--- config.mk ---
export PLATFORM = sky130hd
export DESIGN_NAME = i2c_msg_seq
export DESIGN_NICKNAME = d
export VERILOG_FILES = /design/src/rtl/i2c_seq_pkg.sv /design/src/rtl/i2c_seq_hdr.sv /design/src/rtl/i2c_seq_cnt.sv /design/src/rtl/i2c_msg_seq.sv
export SDC_FILE = /design/constraint.sdc
export NUM_CORES = 1
export LEC_CHECK = 0
export BUFFER_PORTS_ARGS = -buffer_cell sky130_fd_sc_hd__buf_2
export CAP_MARGIN = 15
export CORE_MARGIN = 2
export CORE_UTILIZATION = 55
export DETAILED_ROUTE_END_ITERATION = 8
export HOLD_SLACK_MARGIN = 0.05
export PLACE_DENSITY = 0.83
export SLEW_MARGIN = 10
export SYNTH_ARGS = -nofsm -noshare
export SYNTH_HDL_FRONTEND = slang
export SYNTH_SLANG_ARGS = --single-unit
--- constraint.sdc ---
create_clock -name clk -period 3.9 [get_ports clk]
set_clock_uncertainty 0.05 [all_clocks]
set_input_delay 0.195 -clock clk [delete_from_list [all_inputs] [get_ports clk]]
set_output_delay 0.195 -clock clk [all_outputs]
set_load 0.01 [all_outputs]
--- src/rtl/i2c_seq_pkg.sv ---
package i2c_seq_pkg;
   localparam int EV_N      = 5;
   localparam int EV_START  = 0;
   localparam int EV_RSTART = 1;
   localparam int EV_STOP   = 2;
   localparam int EV_RECV   = 3;
   localparam int EV_ACK    = 4;

   typedef logic [EV_N-1:0] ev_vec_t;

   typedef enum logic [1:0] {
      PH_HDR  = 2'd0,
      PH_LOW  = 2'd1,
      PH_DATA = 2'd2,
      PH_RHDR = 2'd3
   } tx_phase_e;

   localparam ev_vec_t EVV_START  = ev_vec_t'(1) << EV_START;
   localparam ev_vec_t EVV_RSTART = ev_vec_t'(1) << EV_RSTART;
   localparam ev_vec_t EVV_STOP   = ev_vec_t'(1) << EV_STOP;
   localparam ev_vec_t EVV_RECV   = ev_vec_t'(1) << EV_RECV;
   localparam ev_vec_t EVV_ACK    = ev_vec_t'(1) << EV_ACK;
endpackage

--- src/rtl/i2c_seq_hdr.sv ---
module i2c_seq_hdr #(
   parameter bit TEN_BIT_EN = 1'b1
) (
   input  logic [9:0] addr,
   input  logic       ten_req,
   input  logic       rnw,
   output logic       use_ten,
   output logic [7:0] first_byte,
   output logic [7:0] low_byte,
   output logic [7:0] read_byte
);
   localparam logic [4:0] TEN_MARK = 5'b11110;

   assign low_byte = addr[7:0];

   generate
      if (TEN_BIT_EN) begin : g_ten
         assign use_ten    = ten_req;
         assign first_byte = ten_req ? {TEN_MARK, addr[9:8], 1'b0} : {addr[6:0], rnw};
         assign read_byte  = ten_req ? {TEN_MARK, addr[9:8], 1'b1} : {addr[6:0], 1'b1};
      end else begin : g_seven
         logic unused_hi;
         assign unused_hi  = ^{ten_req, addr[9:7]};
         assign use_ten    = 1'b0;
         assign first_byte = {addr[6:0], rnw};
         assign read_byte  = {addr[6:0], 1'b1};
      end
   endgenerate
endmodule

--- src/rtl/i2c_seq_cnt.sv ---
module i2c_seq_cnt #(
   parameter int W = 4
) (
   input  logic         clk,
   input  logic         rst_n,
   input  logic         load,
   input  logic [W-1:0] load_val,
   input  logic         dec,
   output logic         is_zero,
   output logic         is_one
);
   localparam logic [W-1:0] ONE = W'(1);
   logic [W-1:0] cnt_q;

   always_ff @(posedge clk or negedge rst_n) begin
      if (!rst_n)                    cnt_q <= '0;
      else if (load)                 cnt_q <= load_val;
      else if (dec && cnt_q != '0)   cnt_q <= cnt_q - ONE;
   end

   assign is_zero = (cnt_q == '0);
   assign is_one  = (cnt_q == ONE);
endmodule

--- src/rtl/i2c_msg_seq.sv ---
module i2c_msg_seq
   import i2c_seq_pkg::*;
#(
   parameter int CNT_W      = 4,
   parameter bit TEN_BIT_EN = 1'b1
) (
   input  logic             clk,
   input  logic             rst_n,
   input  logic             desc_valid,
   output logic             desc_ready,
   input  logic [9:0]       desc_addr,
   input  logic             desc_ten,
   input  logic             desc_rnw,
   input  logic [CNT_W-1:0] desc_wr_cnt,
   input  logic [CNT_W-1:0] desc_rd_cnt,
   input  logic [7:0]       wr_data,
   output logic             wr_next,
   output logic [4:0]       ev_req,
   output logic             tx_act,
   output logic [7:0]       tx_byte,
   output logic             ack_nack,
   input  logic             ev_done,
   input  logic             ack_in,
   input  logic [7:0]       rx_byte,
   output logic [7:0]       rx_data,
   output logic             rx_valid,
   output logic             done,
   output logic             err
);
   generate
      if (CNT_W < 1 || CNT_W > 16) begin : g_bad_cnt
         $error("CNT_W must lie in 1..16");
      end
   endgenerate

   ev_vec_t    ev_q, ev_d;
   logic       tx_q, tx_d;
   tx_phase_e  ph_q, ph_d;
   logic [7:0] byte_q, byte_d;
   logic       nack_q, nack_d;
   logic [9:0] addr_q;
   logic       ten_q, rnw_q;
   logic       idle, accept;
   logic       wr_dec, rd_dec, wr_nx_d, rxv_d, done_d, err_set;
   logic       wr_zero, wr_one, rd_zero, rd_one;
   logic       use_ten;
   logic [7:0] hdr_first, hdr_low, hdr_read;
   logic       go_low, go_rs, go_rd, go_wr;

   assign idle   = (ev_q == '0) && !tx_q;
   assign accept = desc_valid && idle;

   i2c_seq_hdr #(.TEN_BIT_EN(TEN_BIT_EN)) u_hdr (
      .addr(addr_q), .ten_req(ten_q), .rnw(rnw_q), .use_ten(use_ten),
      .first_byte(hdr_first), .low_byte(hdr_low), .read_byte(hdr_read)
   );

   i2c_seq_cnt #(.W(CNT_W)) u_wr_cnt (
      .clk(clk), .rst_n(rst_n), .load(accept),
      .load_val(desc_rnw ? '0 : desc_wr_cnt), .dec(wr_dec),
      .is_zero(wr_zero), .is_one(wr_one)
   );

   i2c_seq_cnt #(.W(CNT_W)) u_rd_cnt (
      .clk(clk), .rst_n(rst_n), .load(accept), .load_val(desc_rd_cnt),
      .dec(rd_dec), .is_zero(rd_zero), .is_one(rd_one)
   );

   logic unused_cnt;
   assign unused_cnt = wr_one;

   // next-event selection after a successful transmission
   assign go_low = (ph_q == PH_HDR) && use_ten;
   assign go_rs  = (ph_q == PH_LOW) && rnw_q;
   assign go_rd  = ((ph_q == PH_HDR) && !use_ten && rnw_q) || (ph_q == PH_RHDR);
   assign go_wr  = ((ph_q == PH_HDR) && !use_ten && !rnw_q) ||
                   ((ph_q == PH_LOW) && !rnw_q) || (ph_q == PH_DATA);

   always_comb begin
      ev_d    = ev_q;
      tx_d    = tx_q;
      ph_d    = ph_q;
      byte_d  = byte_q;
      nack_d  = nack_q;
      wr_dec  = 1'b0;
      rd_dec  = 1'b0;
      wr_nx_d = 1'b0;
      rxv_d   = 1'b0;
      done_d  = 1'b0;
      err_set = 1'b0;
      if (accept) begin
         ev_d = EVV_START;
         ph_d = PH_HDR;
      end else if (ev_done && !idle) begin
         if (ev_q[EV_START]) begin
            ev_d   = '0;
            tx_d   = 1'b1;
            byte_d = hdr_first;
            ph_d   = PH_HDR;
         end else if (ev_q[EV_RSTART]) begin
            ev_d   = '0;
            tx_d   = 1'b1;
            byte_d = hdr_read;
            ph_d   = PH_RHDR;
         end else if (ev_q[EV_STOP]) begin
            ev_d   = '0;
            done_d = 1'b1;
         end else if (ev_q[EV_RECV]) begin
            ev_d   = EVV_ACK;
            rxv_d  = 1'b1;
            rd_dec = 1'b1;
            nack_d = rd_one;
         end else if (ev_q[EV_ACK]) begin
            ev_d = rd_zero ? EVV_STOP : EVV_RECV;
         end else if (tx_q) begin
            tx_d = 1'b0;
            if (ack_in) begin
               ev_d    = EVV_STOP;
               err_set = 1'b1;
            end else if (go_low) begin
               tx_d   = 1'b1;
               byte_d = hdr_low;
               ph_d   = PH_LOW;
            end else if (go_rs) begin
               ev_d = EVV_RSTART;
            end else if (go_rd) begin
               ev_d = rd_zero ? EVV_STOP : EVV_RECV;
            end else if (go_wr) begin
               if (!wr_zero) begin
                  tx_d    = 1'b1;
                  byte_d  = wr_data;
                  ph_d    = PH_DATA;
                  wr_dec  = 1'b1;
                  wr_nx_d = 1'b1;
               end else begin
                  ev_d = rd_zero ? EVV_STOP : EVV_RSTART;
               end
            end
         end
      end
   end

   always_ff @(posedge clk or negedge rst_n) begin
      if (!rst_n) begin
         ev_q     <= '0;
         tx_q     <= 1'b0;
         ph_q     <= PH_HDR;
         byte_q   <= '0;
         nack_q   <= 1'b0;
         addr_q   <= '0;
         ten_q    <= 1'b0;
         rnw_q    <= 1'b0;
         rx_data  <= '0;
         rx_valid <= 1'b0;
         done     <= 1'b0;
         err      <= 1'b0;
         wr_next  <= 1'b0;
      end else begin
         ev_q     <= ev_d;
         tx_q     <= tx_d;
         ph_q     <= ph_d;
         byte_q   <= byte_d;
         nack_q   <= nack_d;
         rx_valid <= rxv_d;
         done     <= done_d;
         wr_next  <= wr_nx_d;
         if (rxv_d) rx_data <= rx_byte;
         if (accept) begin
            addr_q <= desc_addr;
            ten_q  <= desc_ten;
            rnw_q  <= desc_rnw;
            err    <= 1'b0;
         end else if (err_set) begin
            err    <= 1'b1;
         end
      end
   end

   assign desc_ready = idle;
   assign ev_req     = ev_q;
   assign tx_act     = tx_q;
   assign tx_byte    = byte_q;
   assign ack_nack   = nack_q;
endmodule

==> key figures, run 1 <==
Synth
  – Post-synth EDFFs: 0
  – Ys Warns: 0
  – Share of the synthesized area in the top cell type: 0.474
  – Commonest register cell after synthesis: dfrtp_1
  – Seq/Total Area, Yosys: 0.474
  – Syn avg cell area: a little under 10 sq um
  – Async set or reset register ratio after synthesis: 1.00
  – Mapped Cells: around 270
  – Top cells by count, synth: nand2_1 (73), dfrtp_1 (49), a21oi_1 (19), o21ai_0 (13), inv_1 (12)
  – Synth Net Count: roughly 310
  – Library cells used by synthesis: between 50 and 60
  – Post-synthesis sequential element count: just under 50
  – Leading post-synthesis cells by cell area: dfrtp_1 (47%), nand2_1 (11%), a21oi_1 (3.7%)
  – Synth area leader: dfrtp_1
  – Most common cell in the netlist: nand2_1
  – Mapped Area: between 2000 and 3000 sq um

STA
  – FMAX: 0.426 GHz
  – Slew HR: 0.543
  – Final period util: 0.602
  – Fin crit period: approximately 2300 ps
  – Unrepaired setup endpoints after global routing: false
  – Transition time of the tightest slew-check pin: ~680 ps
  – Max Slew Vio Count: 0
  – Setup violations, final: 0
  – Setup_tns: 0 ps
  – Final hold vios: 0

Global route
  – First-pass GRT wire length: between 10000 and 15000 um
  – Initial antenna violation count: 0
  – Grt total ovfl: 0
  – Gr usage total: 0.249
  – Vias in the first global route: roughly 2300
  – Largest net degree at the start of global routing: 50

Hold path
  – Hold Path Class: input pin to register

Worst setup path
  – Arrival time worst endpoint: approximately 2500 ps
  – RR Startpoint: ev_req[4]$_DFFE_PN0N_
  – CP Class: register to register
  – R2R depth: 5
  – Buf/Inv on CP: 0
  – CP cell instances: nor3_4 -> nand4b_2 -> a22oi_1 -> nand2_1 -> o2bb2ai_1
  – Crit path launch type: register
  – Reg2reg end: ph_q[1]$_DFFE_PN0P_
  – Critical path capture point type: register
  – Critical Path Stages: 5
  – CP required: between 4000 and 5000 ps
  – Crit Path Max Fanout: 26
  – Crit path from: ev_req[4]$_DFFE_PN0N_
  – Worst setup endpoint: ph_q[1]$_DFFE_PN0P_
  – CP max-delay cell: nand4b_2
  – R2R Setup Slk: 1550 ps
  – Top delay family on crit path: simple AND/OR/NAND/NOR gates
  – Crit path largest cell delay: 640 ps

Final layout
  – Antenna diode instance count: 0
  – Area grow syn2layout: 26.5%
  – Post-route cell area: ~3300 sq um
  – Final net count: 402
  – Layout cells sized above 1: 0.282

Drt
  – Routed Antenna Nets: 0
  – # DRC: 0
  – Vias per std cell: about 5.4
  – Starting DRC count in detailed routing: 159
  – DR WL/cell: roughly 15 um
  – Routed Wire Length: approximately 6100 um
  – Drt pass-1 iters: 4
  – Routed via count: 2233

Clocking
  – Worst-Skew Late Latency: just over 300 ps
  – CTS clk-pin slew, worst paths: ~100 ps
  – Sink Count: ~50
  – Num CTS Buffers: 5
  – Clock Tree Root: clkbuf_8
  – CTS tree: built
  – Htree depth: 2
  – PostCTS Resize Cnt: 0
  – Clock Tree Buf Depth: 2

Pwr
  – Pwr Total: between 2 and 2.5 mW
  – Worst vdd ir: ~0.00046 V
  – Pwr Density: around 700 nW/um^2
  – Static Leak: between 1.5 and 2 nW

Placement
  – Port bufs: approximately 70
  – Cell Area, Placed: about 2900 sq um
  – Final GP Congestion: about 0.86
  – HPWL after DPL: a little under 4000 um

Die
  – Initial Utilization: 0.582
  – Die Footprint: 5270 sq um
  – FP Rows: 24
  – DIE WIDTH: about 73 um
  – DIE HEIGHT: around 73 um
  – Core Area: around 4400 sq um
  – IO Count: 69

Status
  – Outcome: completed

Job
  – Max_cap viols: 0
tightest hold or removal path, cell delays in order:
cell and delay, ps:
buf_2 70, nand2_1 40, o21ai_0 70
metal layers:
layer	GRT usage	part of all wire	wire, um
met4	0.0926	0.013	77
met1	0.326	0.44	2680
met3	0.0525	0.057	347
met2	0.409	0.49	2980
met5	0	0	0
what timing repair did:
| item | in CTS | in global routing |
|---|---|---|
| endpoints found under the hold margin | 21 | 26 |
| setup buffers | 0 | 0 |
| hold buffers | 21 | 1 |
power by group:
part	switching (mW)	leakage, nW	internal [mW]	total, mW
combinational	0.593	0.957	0.481	1.07
clock	0.181	0.0447	0.130	0.311
sequential	0.182	0.620	0.722	0.904
cells by family (layout without fill, tap and decap cells):
kind of cell,Yosys count,count (layout),synth area share
XOR/XNOR,4,4,0.0135
adder cells (fa/ha/maj),4,4,0.0193
buffers and inverters,24,114,0.0484
AND/OR/NAND/NOR,117,117,0.237
AO/OA/AOI/OAI,52,52,0.132
multiplexers,18,18,0.0754
flip-flops,49,49,0.474
cells in the final DEF, fill, tap and decap left out, drive strengths merged, types with 5 or more instances in the layout:
cell          n
a21oi        19
buf          71
clkbuf        5
dfrtp        49
dlygate4sd3  22
inv          13
mux2          9
mux2i         9
nand2        74
nor2          9
nor3          8
o21ai        14
final cells by class:
cell class,instances,area (sq um)
repair buffers,93,603
flip-flops and latches,49,1230
fillers,312,1170
multi-input cells,195,1240
clock inverters,3,25.0
inverters,13,48.8
clock buffers,5,68.8
well taps,52,65.1
registers in the layout, indices dropped and copies added, names as in the netlist:
signal,count
ten_q,1
u_rd_cnt.cnt_q,4
done,1
ev_req,5
u_wr_cnt.cnt_q,4
tx_act,1
ph_q,2
ack_nack,1
wr_next,1
err,1
rx_data,8
tx_byte,8
addr_q,10
rx_valid,1
rnw_q,1
through the flow:
stage                util  hold slack, ps  cells  worst slack (ps)
finish              0.736            59.6    410              1550
global route        0.736            71.1    410              1420
CTS                 0.728            59.6    408              1570
detailed placement  0.660             337    379              1570
global placement    0.660             336    379              1680
floorplan               -            -151    268              2010
worst min-delay path by stage:
| stage | startpoint | endpoint | slack [ps] | cells past startpoint |
|---|---|---|---|---|
| after global placement | desc_addr[7] | addr_q[7]$_DFFE_PN0P_ | 340 | 3 |
| after global routing | desc_rd_cnt[1] | u_rd_cnt.cnt_q[1]$_DFFE_PN0P_ | 70 | 3 |
| after detailed placement | desc_addr[7] | addr_q[7]$_DFFE_PN0P_ | 340 | 3 |
| after floorplan | rst_n | ack_nack$_DFFE_PN0P_ | -150 | 0 |
| after CTS | desc_rd_cnt[1] | u_rd_cnt.cnt_q[1]$_DFFE_PN0P_ | 60 | 3 |
| final | desc_rd_cnt[1] | u_rd_cnt.cnt_q[1]$_DFFE_PN0P_ | 60 | 3 |
No activity file was read; power rests on OpenSTA's default activity.
==> run 2: changes to the inputs <==
--- a/config.mk
+++ b/config.mk
@@ -8,10 +8,10 @@
 export BUFFER_PORTS_ARGS = -buffer_cell sky130_fd_sc_hd__buf_2
 export CAP_MARGIN = 15
 export CORE_MARGIN = 2
-export CORE_UTILIZATION = 55
+export CORE_UTILIZATION = 47
 export DETAILED_ROUTE_END_ITERATION = 8
 export HOLD_SLACK_MARGIN = 0.05
-export PLACE_DENSITY = 0.83
+export PLACE_DENSITY = 0.75
 export SLEW_MARGIN = 10
 export SYNTH_ARGS = -nofsm -noshare
 export SYNTH_HDL_FRONTEND = slang
==> constraint.sdc (replaced) <==
create_clock -name clk -period 2 [get_ports clk]
set_clock_uncertainty 0.05 [all_clocks]
set_input_delay 0.1 -clock clk [delete_from_list [all_inputs] [get_ports clk]]
set_output_delay 0.1 -clock clk [all_outputs]
set_load 0.01 [all_outputs]
==> run 2 against run 1 <==
Effect of this change:
- via count increased by 3.4%
- power is 100% higher
- final cell count increased by 9.3%
- final area up 5.5%
- maximum frequency grew 24%
- wire length grew 3.6%
- sequential share of layout area down 2.0 points
- non-clock buffer count is 18 higher
- combinational power grew 110%
==> key figures, run 2 (synthesis gave the netlist of run 1 again) <==
Global route
  – Gr usage total: 0.216
  – Grt total ovfl: 0
  – Vias in the first global route: 2268
  – First-pass GRT wire length: between 10000 and 15000 um
  – Initial antenna violation count: 0
  – Largest net degree at the start of global routing: 27

Placement
  – Final GP Congestion: approximately 0.88
  – Port bufs: 68
  – HPWL after DPL: 4310 um

Final layout
  – Largest Register: addr_q
  – Commonest non-fill, non-tap cell in the layout: nand2_1
  – Area grow syn2layout: 33.5%
  – Largest register FFs: 10
  – Multi-input logic area: about 1200 sq um
  – Layout cells sized above 1: 0.303
  – Antenna diode instance count: 0
  – Commonest non-fill, non-tap cells in the layout: nand2_1 (73), buf_2 (68), dfrtp_1 (49)
  – # fillers: 460
  – Final net count: 420
  – Register area: 1230 sq um

Die
  – DIE WIDTH: about 78 um
  – Initial Utilization: 0.479
  – Die Footprint: ~6100 sq um
  – IO Count: 69
  – FP Rows: 27
  – DIE HEIGHT: a little under 80 um
  – Core Area: 5410 sq um

STA
  – Unrepaired setup endpoints after global routing: false
  – Setup violations, final: 0
  – Transition time of the tightest slew-check pin: about 570 ps
  – Fin crit period: about 1900 ps
  – Final period util: 0.946
  – Setup_tns: 0 ps
  – Max Slew Vio Count: 0
  – FMAX: about 0.53 GHz
  – Slew HR: 0.623
  – Hold_ws: roughly 94 ps
  – Final hold vios: 0

Pwr
  – Worst vdd ir: roughly 0.00069 V
  – Pwr Density: around 1300 nW/um^2
  – Static Leak: about 1.7 nW

Worst setup path
  – CP Class: register to register
  – Arrival time worst endpoint: between 2000 and 2500 ps
  – CP required: 2130 ps
  – Critical path capture point type: register
  – Crit Path Max Fanout: 10
  – Crit path launch type: register

Job
  – Max_cap viols: 0

Clocking
  – Clock Tree Root: clkbuf_8
  – Num CTS Buffers: 5
  – Clock Tree Buf Depth: 2
  – Worst-Skew Late Latency: 300 ps
  – CTS tree: built
  – Htree depth: 2
  – CTS clk-pin slew, worst paths: approximately 90 ps
  – Sink Count: a little under 50

Drt
  – Starting DRC count in detailed routing: between 100 and 150
  – Routed via count: roughly 2300
  – Routed Wire Length: approximately 6300 um
  – DR WL/cell: approximately 14 um
  – Drt pass-1 iters: 4
  – # DRC: 0
  – Routed Antenna Nets: 0
  – Vias per std cell: 5.15

Hold path
  – Hold Path Class: input pin to register

Status
  – Outcome: completed
run 2: layout make-up:
cell class / instances / share of cell area
Multi-Input combinational cell: 195 / 0.359
Sequential cell: 49 / 0.355
Timing Repair Buffer: 111 / 0.216
Clock buffer: 7 / 0.0279
Tap cell: 72 / 0.0261
Inverter: 13 / 0.0141
Clock inverter: 1 / 0.00145
run 2: routing by layer:
layer | track usage | vias to the layer above | wire, um
met5 | 0 | - | 0
met4 | 0.0684 | 0 | 108
met3 | 0.0310 | 11 | 267
met2 | 0.359 | 72 | 3120
met1 | 0.294 | 1094 | 2800
li1 | - | 1131 | -
run 2: critical path: stages, from the launching register on:
cell	delay [ps]
dfrtp_1	390
inv_1	90
ha_1	130
or3b_4	410
a31oi_4	230
o21ai_4	140
mux2_1	340
run 2: metrics by stage:
stage | total power [mW] | utilization | cells | instance area [sq um] | setup WS (ps)
6_report | 4.63 | 0.639 | 448 | 3450 | 108
3_3_place_gp | 3.85 | 0.565 | 410 | 3050 | 79.4
3_5_place_dp | 3.94 | 0.565 | 410 | 3050 | 1.79
5_1_grt | 5.00 | 0.639 | 448 | 3450 | 3.49
2_1_floorplan | 3.26 | - | 268 | 2590 | 109
4_1_cts | 4.64 | 0.637 | 447 | 3440 | 101
run 2: timing repair:
| action | in CTS | in global routing |
|---|---|---|
| setup buffers | 1 | 1 |
| resized for setup | 1 | 1 |
| hold buffers | 28 | 0 |
| pin swaps | 1 | 1 |
| setup endpoints to repair | 2 | 1 |
| endpoints found under the hold margin | 50 | 0 |
run 2: final timing paths:
kind | startpoint | slack [ps] | end | cells after the start
max | u_wr_cnt.cnt_q[1]$_DFFE_PN0P_ | 110 | tx_byte[1]$_DFFE_PN0P_ | 6
min | ev_done | 90 | ev_req[0]$_DFFE_PN0N_ | 2
max reg2reg | u_wr_cnt.cnt_q[1]$_DFFE_PN0P_ | 110 | tx_byte[1]$_DFFE_PN0P_ | 6
min reg2reg | rx_data[3]$_DFFE_PN0P_ | 430 | rx_data[3]$_DFFE_PN0P_ | 2
max in group asynchronous | rst_n | 1070 | ev_req[1]$_DFFE_PN0N_ | 3
min in group asynchronous | rst_n | 290 | addr_q[6]$_DFFE_PN0P_ | 2
run 2: power by group:
part	total (mW)	internal [mW]	switching, mW
combinational	2.29	1.04	1.25
sequential	1.71	1.41	0.301
clock	0.633	0.313	0.320
